--- config.mk ---
export PLATFORM = sky130hd
export DESIGN_NAME = i2c_tgt_matcher
export DESIGN_NICKNAME = d
export VERILOG_FILES = /design/src/rtl/i2c_tgt_pkg.sv /design/src/rtl/i2c_tgt_sync.sv /design/src/rtl/i2c_tgt_addr_cmp.sv /design/src/rtl/i2c_tgt_flags.sv /design/src/rtl/i2c_tgt_matcher.sv
export SDC_FILE = /design/constraint.sdc
export NUM_CORES = 1
export LEC_CHECK = 0
export CAP_MARGIN = 0
export CORE_AREA = 2 2 78 80
export DETAILED_ROUTE_END_ITERATION = 10
export DIE_AREA = 0 0 80 82
export HOLD_SLACK_MARGIN = 0.02
export PLACE_DENSITY = 0.74
export REMOVE_ABC_BUFFERS = 1
export SYNTH_ARGS = -nofsm -noshare
export SYNTH_HDL_FRONTEND = slang
export SYNTH_HIERARCHICAL = 1
export SYNTH_SLANG_ARGS = --single-unit
--- constraint.sdc ---
create_clock -name clk -period 2.4 [get_ports clk]
set_input_delay 0.48 -clock clk [delete_from_list [all_inputs] [get_ports clk]]
set_output_delay 0.48 -clock clk [all_outputs]
set_load 0.02 [all_outputs]
--- src/rtl/i2c_tgt_pkg.sv ---
package i2c_tgt_pkg;

   typedef enum logic [3:0] {
      TS_IDLE,
      TS_ADDR,
      TS_AACK,
      TS_RX,
      TS_RXACK,
      TS_TXLD,
      TS_TXBIT,
      TS_TXACK,
      TS_DONE
   } tgt_state_t;

   localparam int FL_NM    = 0;
   localparam int FL_OWN   = 1;
   localparam int FL_GC    = 2;
   localparam int FL_STOP  = 3;
   localparam int FL_NACK  = 4;
   localparam int FL_COUNT = 5;

endpackage

--- src/rtl/i2c_tgt_sync.sv ---
module i2c_tgt_sync #(
   parameter int STAGES = 2
) (
   input  logic clk,
   input  logic rst_n,
   input  logic line_i,
   output logic lvl_o,
   output logic rise_o,
   output logic fall_o
);
   generate
      if (STAGES < 2) begin : g_bad_stages
         $error("i2c_tgt_sync: STAGES must be at least 2");
      end
   endgenerate

   logic [STAGES:0] chain_q;

   always_ff @(posedge clk or negedge rst_n) begin
      if (!rst_n) chain_q <= '1;
      else        chain_q <= {chain_q[STAGES-1:0], line_i};
   end

   assign lvl_o  = chain_q[STAGES-1];
   assign rise_o = chain_q[STAGES-1] & ~chain_q[STAGES];
   assign fall_o = ~chain_q[STAGES-1] & chain_q[STAGES];
endmodule

--- src/rtl/i2c_tgt_addr_cmp.sv ---
module i2c_tgt_addr_cmp #(
   parameter int ADDR_W     = 7,
   parameter bit GC_SUPPORT = 1'b1,
   localparam int BYTE_W    = ADDR_W + 1
) (
   input  logic [BYTE_W-1:0] addr_byte_i,
   input  logic [ADDR_W-1:0] own_addr_i,
   input  logic              tgt_en_i,
   input  logic              gc_en_i,
   output logic              own_hit_o,
   output logic              gc_hit_o
);
   generate
      if (ADDR_W != 7) begin : g_bad_width
         $error("i2c_tgt_addr_cmp: only 7-bit addressing is supported");
      end
   endgenerate

   assign own_hit_o = tgt_en_i && (own_addr_i != '0) &&
                      (addr_byte_i[BYTE_W-1:1] == own_addr_i);

   generate
      if (GC_SUPPORT) begin : g_gc
         assign gc_hit_o = gc_en_i && (addr_byte_i == '0);
      end else begin : g_no_gc
         logic unused_gc;
         assign unused_gc = gc_en_i;
         assign gc_hit_o  = 1'b0;
      end
   endgenerate
endmodule

--- src/rtl/i2c_tgt_flags.sv ---
module i2c_tgt_flags #(
   parameter int N = 5
) (
   input  logic         clk,
   input  logic         rst_n,
   input  logic [N-1:0] set_i,
   input  logic [N-1:0] clr_i,
   output logic [N-1:0] flag_o
);
   generate
      if (N < 1) begin : g_bad_n
         $error("i2c_tgt_flags: N must be positive");
      end
   endgenerate

   logic [N-1:0] flag_q;

   for (genvar k = 0; k < N; k++) begin : g_flag
      always_ff @(posedge clk or negedge rst_n) begin
         if (!rst_n)        flag_q[k] <= 1'b0;
         else if (set_i[k]) flag_q[k] <= 1'b1;
         else if (clr_i[k]) flag_q[k] <= 1'b0;
      end


      w1c_clear_chk: assert property (@(posedge clk) disable iff (!rst_n)
         (clr_i[k] && !set_i[k]) |=> !flag_q[k]);
   end

   assign flag_o = flag_q;
endmodule

--- src/rtl/i2c_tgt_matcher.sv ---
module i2c_tgt_matcher
   import i2c_tgt_pkg::*;
#(
   parameter int ADDR_W      = 7,
   parameter int SYNC_STAGES = 2,
   parameter bit GC_SUPPORT  = 1'b1,
   localparam int BYTE_W     = ADDR_W + 1,
   localparam int CNT_W      = $clog2(BYTE_W + 1)
) (
   input  logic              clk,
   input  logic              rst_n,
   input  logic              scl_i,
   input  logic              sda_i,
   output logic              scl_oe,
   output logic              sda_oe,
   input  logic [ADDR_W-1:0] cfg_own_addr,
   input  logic              cfg_tgt_en,
   input  logic              cfg_gc_en,
   input  logic              cfg_nm_ie,
   input  logic [BYTE_W-1:0] tx_data,
   input  logic              tx_load,
   output logic [BYTE_W-1:0] rx_data,
   input  logic              rx_take,
   output logic              sdast,
   output logic              xmit,
   output logic              new_match,
   output logic              own_hit,
   output logic              gcall_hit,
   output logic              stop_seen,
   output logic              nack_seen,
   output logic              irq,
   input  logic              clr_match,
   input  logic              clr_stop,
   input  logic              clr_nack
);
   localparam logic [CNT_W-1:0] LAST_BIT = CNT_W'(BYTE_W - 1);
   localparam logic [CNT_W-1:0] FULL_CNT = CNT_W'(BYTE_W);

   // line conditioning
   logic scl_lvl, scl_rise, scl_fall;
   logic sda_lvl, sda_rise, sda_fall;

   i2c_tgt_sync #(.STAGES(SYNC_STAGES)) u_scl_sync (
      .clk(clk), .rst_n(rst_n), .line_i(scl_i),
      .lvl_o(scl_lvl), .rise_o(scl_rise), .fall_o(scl_fall));

   i2c_tgt_sync #(.STAGES(SYNC_STAGES)) u_sda_sync (
      .clk(clk), .rst_n(rst_n), .line_i(sda_i),
      .lvl_o(sda_lvl), .rise_o(sda_rise), .fall_o(sda_fall));

   logic start_det, stop_det;
   assign start_det = scl_lvl && !scl_rise && sda_fall;
   assign stop_det  = scl_lvl && !scl_rise && sda_rise;

   // engine state
   tgt_state_t        state_q;
   logic [CNT_W-1:0]  cnt_q;
   logic [BYTE_W-1:0] sh_q;
   logic [BYTE_W-1:0] rx_q;
   logic [BYTE_W-1:0] tx_q;
   logic              rx_full_q, tx_full_q;
   logic              engaged_q, xmit_q, sda_oe_q;

   // address compare
   logic own_c, gc_c;
   i2c_tgt_addr_cmp #(.ADDR_W(ADDR_W), .GC_SUPPORT(GC_SUPPORT)) u_cmp (
      .addr_byte_i(sh_q), .own_addr_i(cfg_own_addr),
      .tgt_en_i(cfg_tgt_en), .gc_en_i(cfg_gc_en),
      .own_hit_o(own_c), .gc_hit_o(gc_c));

   // event decode
   logic quiet, addr_done, match_now, nack_now, stop_now, tx_consume;
   assign quiet      = !start_det && !stop_det;
   assign addr_done  = quiet && (state_q == TS_ADDR) && scl_fall && (cnt_q == FULL_CNT);
   assign match_now  = addr_done && (own_c || gc_c);
   assign nack_now   = quiet && (state_q == TS_TXACK) && scl_fall && sh_q[0];
   assign stop_now   = stop_det && engaged_q;
   assign tx_consume = quiet && (state_q == TS_TXLD) && tx_full_q;

   // sticky flags
   logic [FL_COUNT-1:0] fl_set, fl_clr, fl_q;

   always_comb begin
      fl_set          = '0;
      fl_set[FL_NM]   = match_now;
      fl_set[FL_OWN]  = match_now && own_c;
      fl_set[FL_GC]   = match_now && !own_c;
      fl_set[FL_STOP] = stop_now;
      fl_set[FL_NACK] = nack_now;
      fl_clr          = '0;
      fl_clr[FL_NM]   = clr_match;
      fl_clr[FL_OWN]  = clr_match;
      fl_clr[FL_GC]   = clr_match;
      fl_clr[FL_STOP] = clr_stop;
      fl_clr[FL_NACK] = clr_nack;
   end

   i2c_tgt_flags #(.N(FL_COUNT)) u_flags (
      .clk(clk), .rst_n(rst_n), .set_i(fl_set), .clr_i(fl_clr), .flag_o(fl_q));

   // data handshake buffers
   always_ff @(posedge clk or negedge rst_n) begin
      if (!rst_n) begin
         tx_q      <= '0;
         tx_full_q <= 1'b0;
      end else if (tx_consume) begin
         tx_full_q <= 1'b0;
      end else if (tx_load) begin
         tx_q      <= tx_data;
         tx_full_q <= 1'b1;
      end
   end

   logic rx_store;
   assign rx_store = quiet && (state_q == TS_RX) && scl_fall && (cnt_q == FULL_CNT);

   always_ff @(posedge clk or negedge rst_n) begin
      if (!rst_n) begin
         rx_q      <= '0;
         rx_full_q <= 1'b0;
      end else if (rx_store) begin
         rx_q      <= sh_q;
         rx_full_q <= 1'b1;
      end else if (rx_take) begin
         rx_full_q <= 1'b0;
      end
   end

   // protocol engine
   always_ff @(posedge clk or negedge rst_n) begin
      if (!rst_n) begin
         state_q   <= TS_IDLE;
         cnt_q     <= '0;
         sh_q      <= '0;
         engaged_q <= 1'b0;
         xmit_q    <= 1'b0;
         sda_oe_q  <= 1'b0;
      end else if (start_det) begin
         state_q  <= TS_ADDR;
         cnt_q    <= '0;
         sda_oe_q <= 1'b0;
      end else if (stop_det) begin
         state_q   <= TS_IDLE;
         engaged_q <= 1'b0;
         sda_oe_q  <= 1'b0;
      end else begin
         unique case (state_q)
            TS_ADDR: begin
               if (scl_rise) begin
                  sh_q  <= {sh_q[BYTE_W-2:0], sda_lvl};
                  cnt_q <= cnt_q + 1'b1;
               end else if (addr_done) begin
                  if (match_now) begin
                     state_q   <= TS_AACK;
                     engaged_q <= 1'b1;
                     sda_oe_q  <= 1'b1;
                     xmit_q    <= own_c ? sh_q[0] : 1'b0;
                  end else begin
                     state_q   <= TS_IDLE;
                     engaged_q <= 1'b0;
                  end
               end
            end
            TS_AACK: begin
               if (scl_fall) begin
                  sda_oe_q <= 1'b0;
                  cnt_q    <= '0;
                  state_q  <= xmit_q ? TS_TXLD : TS_RX;
               end
            end
            TS_RX: begin
               if (scl_rise) begin
                  sh_q  <= {sh_q[BYTE_W-2:0], sda_lvl};
                  cnt_q <= cnt_q + 1'b1;
               end else if (rx_store) begin
                  sda_oe_q <= 1'b1;
                  state_q  <= TS_RXACK;
               end
            end
            TS_RXACK: begin
               if (scl_fall) begin
                  sda_oe_q <= 1'b0;
                  cnt_q    <= '0;
                  state_q  <= TS_RX;
               end
            end
            TS_TXLD: begin
               if (tx_consume) begin
                  sh_q     <= tx_q;
                  sda_oe_q <= ~tx_q[BYTE_W-1];
                  cnt_q    <= '0;
                  state_q  <= TS_TXBIT;
               end
            end
            TS_TXBIT: begin
               if (scl_fall) begin
                  if (cnt_q == LAST_BIT) begin
                     sda_oe_q <= 1'b0;
                     state_q  <= TS_TXACK;
                  end else begin
                     sh_q     <= {sh_q[BYTE_W-2:0], 1'b0};
                     sda_oe_q <= ~sh_q[BYTE_W-2];
                     cnt_q    <= cnt_q + 1'b1;
                  end
               end
            end
            TS_TXACK: begin
               if (scl_rise) begin
                  sh_q[0] <= sda_lvl;
               end else if (scl_fall) begin
                  state_q <= sh_q[0] ? TS_DONE : TS_TXLD;
               end
            end
            default: ;
         endcase
      end
   end

   // outputs
   logic tx_need;
   assign tx_need   = (state_q == TS_TXLD) && !tx_full_q;
   assign sdast     = rx_full_q || tx_need;
   assign scl_oe    = tx_need || ((state_q == TS_RX) && (cnt_q == '0) && rx_full_q);
   assign sda_oe    = sda_oe_q;
   assign rx_data   = rx_q;
   assign xmit      = xmit_q;
   assign new_match = fl_q[FL_NM];
   assign own_hit   = fl_q[FL_OWN];
   assign gcall_hit = fl_q[FL_GC];
   assign stop_seen = fl_q[FL_STOP];
   assign nack_seen = fl_q[FL_NACK];
   assign irq       = fl_q[FL_NM] && cfg_nm_ie;


   gc_recv_dir_chk: assert property (@(posedge clk) disable iff (!rst_n)
      $rose(gcall_hit) |-> !xmit);


   stop_needs_txn_chk: assert property (@(posedge clk) disable iff (!rst_n)
      $rose(stop_seen) |-> $past(engaged_q));


   stretch_cause_chk: assert property (@(posedge clk) disable iff (!rst_n)
      scl_oe |-> sdast);


   drive_when_engaged_chk: assert property (@(posedge clk) disable iff (!rst_n)
      sda_oe |-> engaged_q);


   match_kind_chk: assert property (@(posedge clk) disable iff (!rst_n)
      $rose(new_match) |-> (own_hit || gcall_hit));
endmodule

==> results.md <==
- Initial core utilization: 0.4625
- Initial antenna violation count: 0
- Vias in the first global route: 2128
- Data required, critical path: 2.60 ns
- DIE HEIGHT: 82 um
- Critical path startpoint category: input pin
- Final min period: 2.271 ns
- Global-route usage over all layers: 0.2020
- Ant. Diodes: 0
- CP max FO: 2
- Largest net degree at the start of global routing: 22
- Root buffer cell: clkbuf_8
- Top cells by area, synth: dfrtp_1, mux2_2, dfstp_2, mux2_1, xnor2_1
- Fillers: 522
- HPWL after detailed placement: 4631 um
- Largest area contributor in the netlist: dfrtp_1
- Internal: 1.517 mW
- Clock-pin slew on the worst setup and hold paths: 0.10 ns
- Status: finished clean
- Register area: 1210 um2
- Starting DRT DRC Count: 142
- Core Box Area: 5746 um2
- Drt drc: 0
- Buffers added on ports: 44
- Period utilization: 0.9462
- Clock Tree Buf Depth: 2
- Sinks on Clock Net: 48
- P_leak: 1.565 nW
- Place WS: -0.2085 ns
- Yosys warnings: 6
- Cell Pwr Density: 615.8 nW/um2
- DR pass1 iterations: 5
- Final Slew Violations: 0
- Final hold viol count: 0
- Clock buffer count from CTS: 5
- RSZ-0062 raised after global routing: false
- Area of the multi-input gates: 1383 um2
- Launch point of the critical path: cfg_own_addr[5]
- Top FF cell, synth: dfrtp_1
- First-pass GRT wire length: 10240 um
- Post-synthesis sequential area ratio: 0.4548
- EDFF count, synth: 0
- Share of layout cells above drive strength 1: 0.2322
- Total grt overflow: 0
- Reg2reg end: cnt_q[0]
- Critical path capture point type: register
- DRT Wirelength: 6069 um
- Setup WS post-layout: 0.1292 ns
- Sw Ratio: 0.2971
- Worst r2r path cells: 6
- Final setup violating endpoints: 0
- R2R Setup Slk: 0.15 ns
- Type of the worst setup path: in -> reg
- Yosys top cell area share: 0.3955
- Netlist cell types: 53
- I/O Pins: 45
- Total power: 2.158 mW
- Fmax: 0.4404 GHz
- Clock power frac: 0.286
- Synth Instances: 252
- CP arrival: 2.48 ns
- Antenna-violating nets left: 0
- Nets: 351
- Worst r2r src: u_sda_sync/chain_q[1]
- Asr flop ratio synth: 1.000
- Via count: 2209
- Final Non-Filler Cells: 398
- Area grow syn2layout: 31.87%
- DR WL/cell: 15.25 um
- Max cap viols: 0
- Final Wtd Congestion: 0.8633
- Worst skew pair latency: 0.31 ns
- Row cnt: 28
- Psw: 641.3 uW
- Max Clock Skew: 0.007685 ns
- Die ar.: 6560 um2
- Hold Path Class: in -> async
- Combinational share of power: 0.245
- Post-CTS Hold Buffers: 0
- VDD IR max: 354.9 uV
- Max_slew headroom: 0.6930
- Syn Area/Cell: 10.55 um2
- Hold WS: 0.1095 ns
- CTS tree: yes
- Mapped cell area: 2658 um2
- Synth Register Bits: 48
- Slew of the pin with the lowest slew margin: 0.4604 ns
- Die width: 80 um
- Crit path capture: sda_oe
- Placed insts: 388
- Util after Layout: 0.6100
- Via density per instance: 5.550
- Share of power burned in registers: 0.470
- H-tree levels: 2
==> Yosys cell counts (3+ instances only) <==
cell	n
nor2_1	12
mux2_1	14
nand2_1	14
nand3b_1	3
inv_1	13
mux2_2	18
a21o_1	5
dfstp_2	6
o21ai_0	11
o221ai_1	3
nand3_1	4
nor2b_1	4
a21oi_1	11
nor4_1	3
clkbuf_1	4
nor3b_1	5
o211ai_1	3
nor3_1	8
nand4b_1	3
dfrtp_1	42
nand2b_1	8
buf_2	4
xnor2_1	9
==> per-layer routing <==
metal | wire length, um | share of wire | vias up | global-route usage
met2 | 3014 | 0.50 | 62 | 0.3517
met1 | 2680 | 0.44 | 1076 | 0.2549
met4 | 113 | 0.019 | 0 | 0.06949
met5 | 0 | 0 | - | 0
li1 | - | - | 1060 | -
met3 | 260 | 0.043 | 11 | 0.03407
==> worst min-delay path by stage <==
stage	endpoint	cells past startpoint	slack (ns)	start
after global placement	u_scl_sync/chain_q[1]	0	0.35	u_scl_sync/chain_q[0]
after detailed placement	u_scl_sync/chain_q[1]	0	0.35	u_scl_sync/chain_q[0]
after floorplan	cnt_q[0]	0	0.18	rst_n
final	tx_q[0]	1	0.11	rst_n
after global routing	tx_q[0]	1	0.14	rst_n
after CTS	tx_q[0]	1	0.12	rst_n
==> power groups by stage <==
stage	registers (mW)	clock network [mW]	logic, mW
finish	1.01	0.616	0.528
detailed placement	1.03	0	0.520
floorplan	1.01	0	0.300
global route	1.03	0.663	0.587
global placement	1.03	0	0.507
CTS	1.01	0.634	0.523
==> kinds of logic after synthesis <==
family | count (synthesis) | share of synthesized area
buffers and inverters | 23 | 0.03437
flip-flops | 48 | 0.4548
AO/OA/AOI/OAI | 52 | 0.1403
XOR/XNOR | 9 | 0.02966
multiplexers | 34 | 0.1431
adder cells (fa/ha/maj) | 3 | 0.01318
AND/OR/NAND/NOR | 83 | 0.1846
==> placed cells by master (no fill, tap or decap), types with 6 or more instances in the layout <==
cell type        instances
nand2b_1                 8
xnor2_1                  9
mux2_2                  18
o21ai_0                 11
nand2_1                 14
a21oi_1                 11
buf_4                   29
inv_1                   13
nor2_1                  11
mux2_1                  14
dfrtp_1                 41
nor3_1                   7
clkdlybuf4s50_1         41
dfstp_2                  6
==> state kept, by name, indices dropped and copies added, names as in the netlist, 3 cells and up <==
register            count
cnt_q                   4
rx_data                 8
sh_q                    8
state_q                 4
tx_q                    8
u_flags/flag_o          5
u_scl_sync/chain_q      3
u_sda_sync/chain_q      3
==> through the flow <==
step,setup TNS [ns],cell area [um2]
3_5_place_dp,-0.5441,3352
3_3_place_gp,-0.2793,3352
6_report,0,3505
4_1_cts,0,3471
2_1_floorplan,-6.437,2615
5_1_grt,0,3505
==> layout make-up <==
cell class / count / share of cell area
multi-input cells: 181 / 0.3945
flip-flops and latches: 48 / 0.3452
repair buffers: 73 / 0.1856
well taps: 75 / 0.02678
clock buffers: 5 / 0.01964
clock inverters: 3 / 0.01428
inverters: 13 / 0.01392
==> timing repair <==
| item | CTS | global route |
|---|---|---|
| setup buffers | 0 | 2 |
| pin swaps | 0 | 1 |
| resized for setup | 2 | 8 |
| endpoints found under the setup margin | 2 | 9 |
==> worst max-delay path, cell delays in order <==
cell,delay [ns]
clkdlybuf4s50_1,0.43
or4_1,0.54
nor4_2,0.20
nor3_2,0.09
nor2_1,0.17
o221ai_1,0.12
a21boi_1,0.18
nor2_1,0.07
o211a_1,0.20
Note: power is estimated with default switching activity, not from simulation.
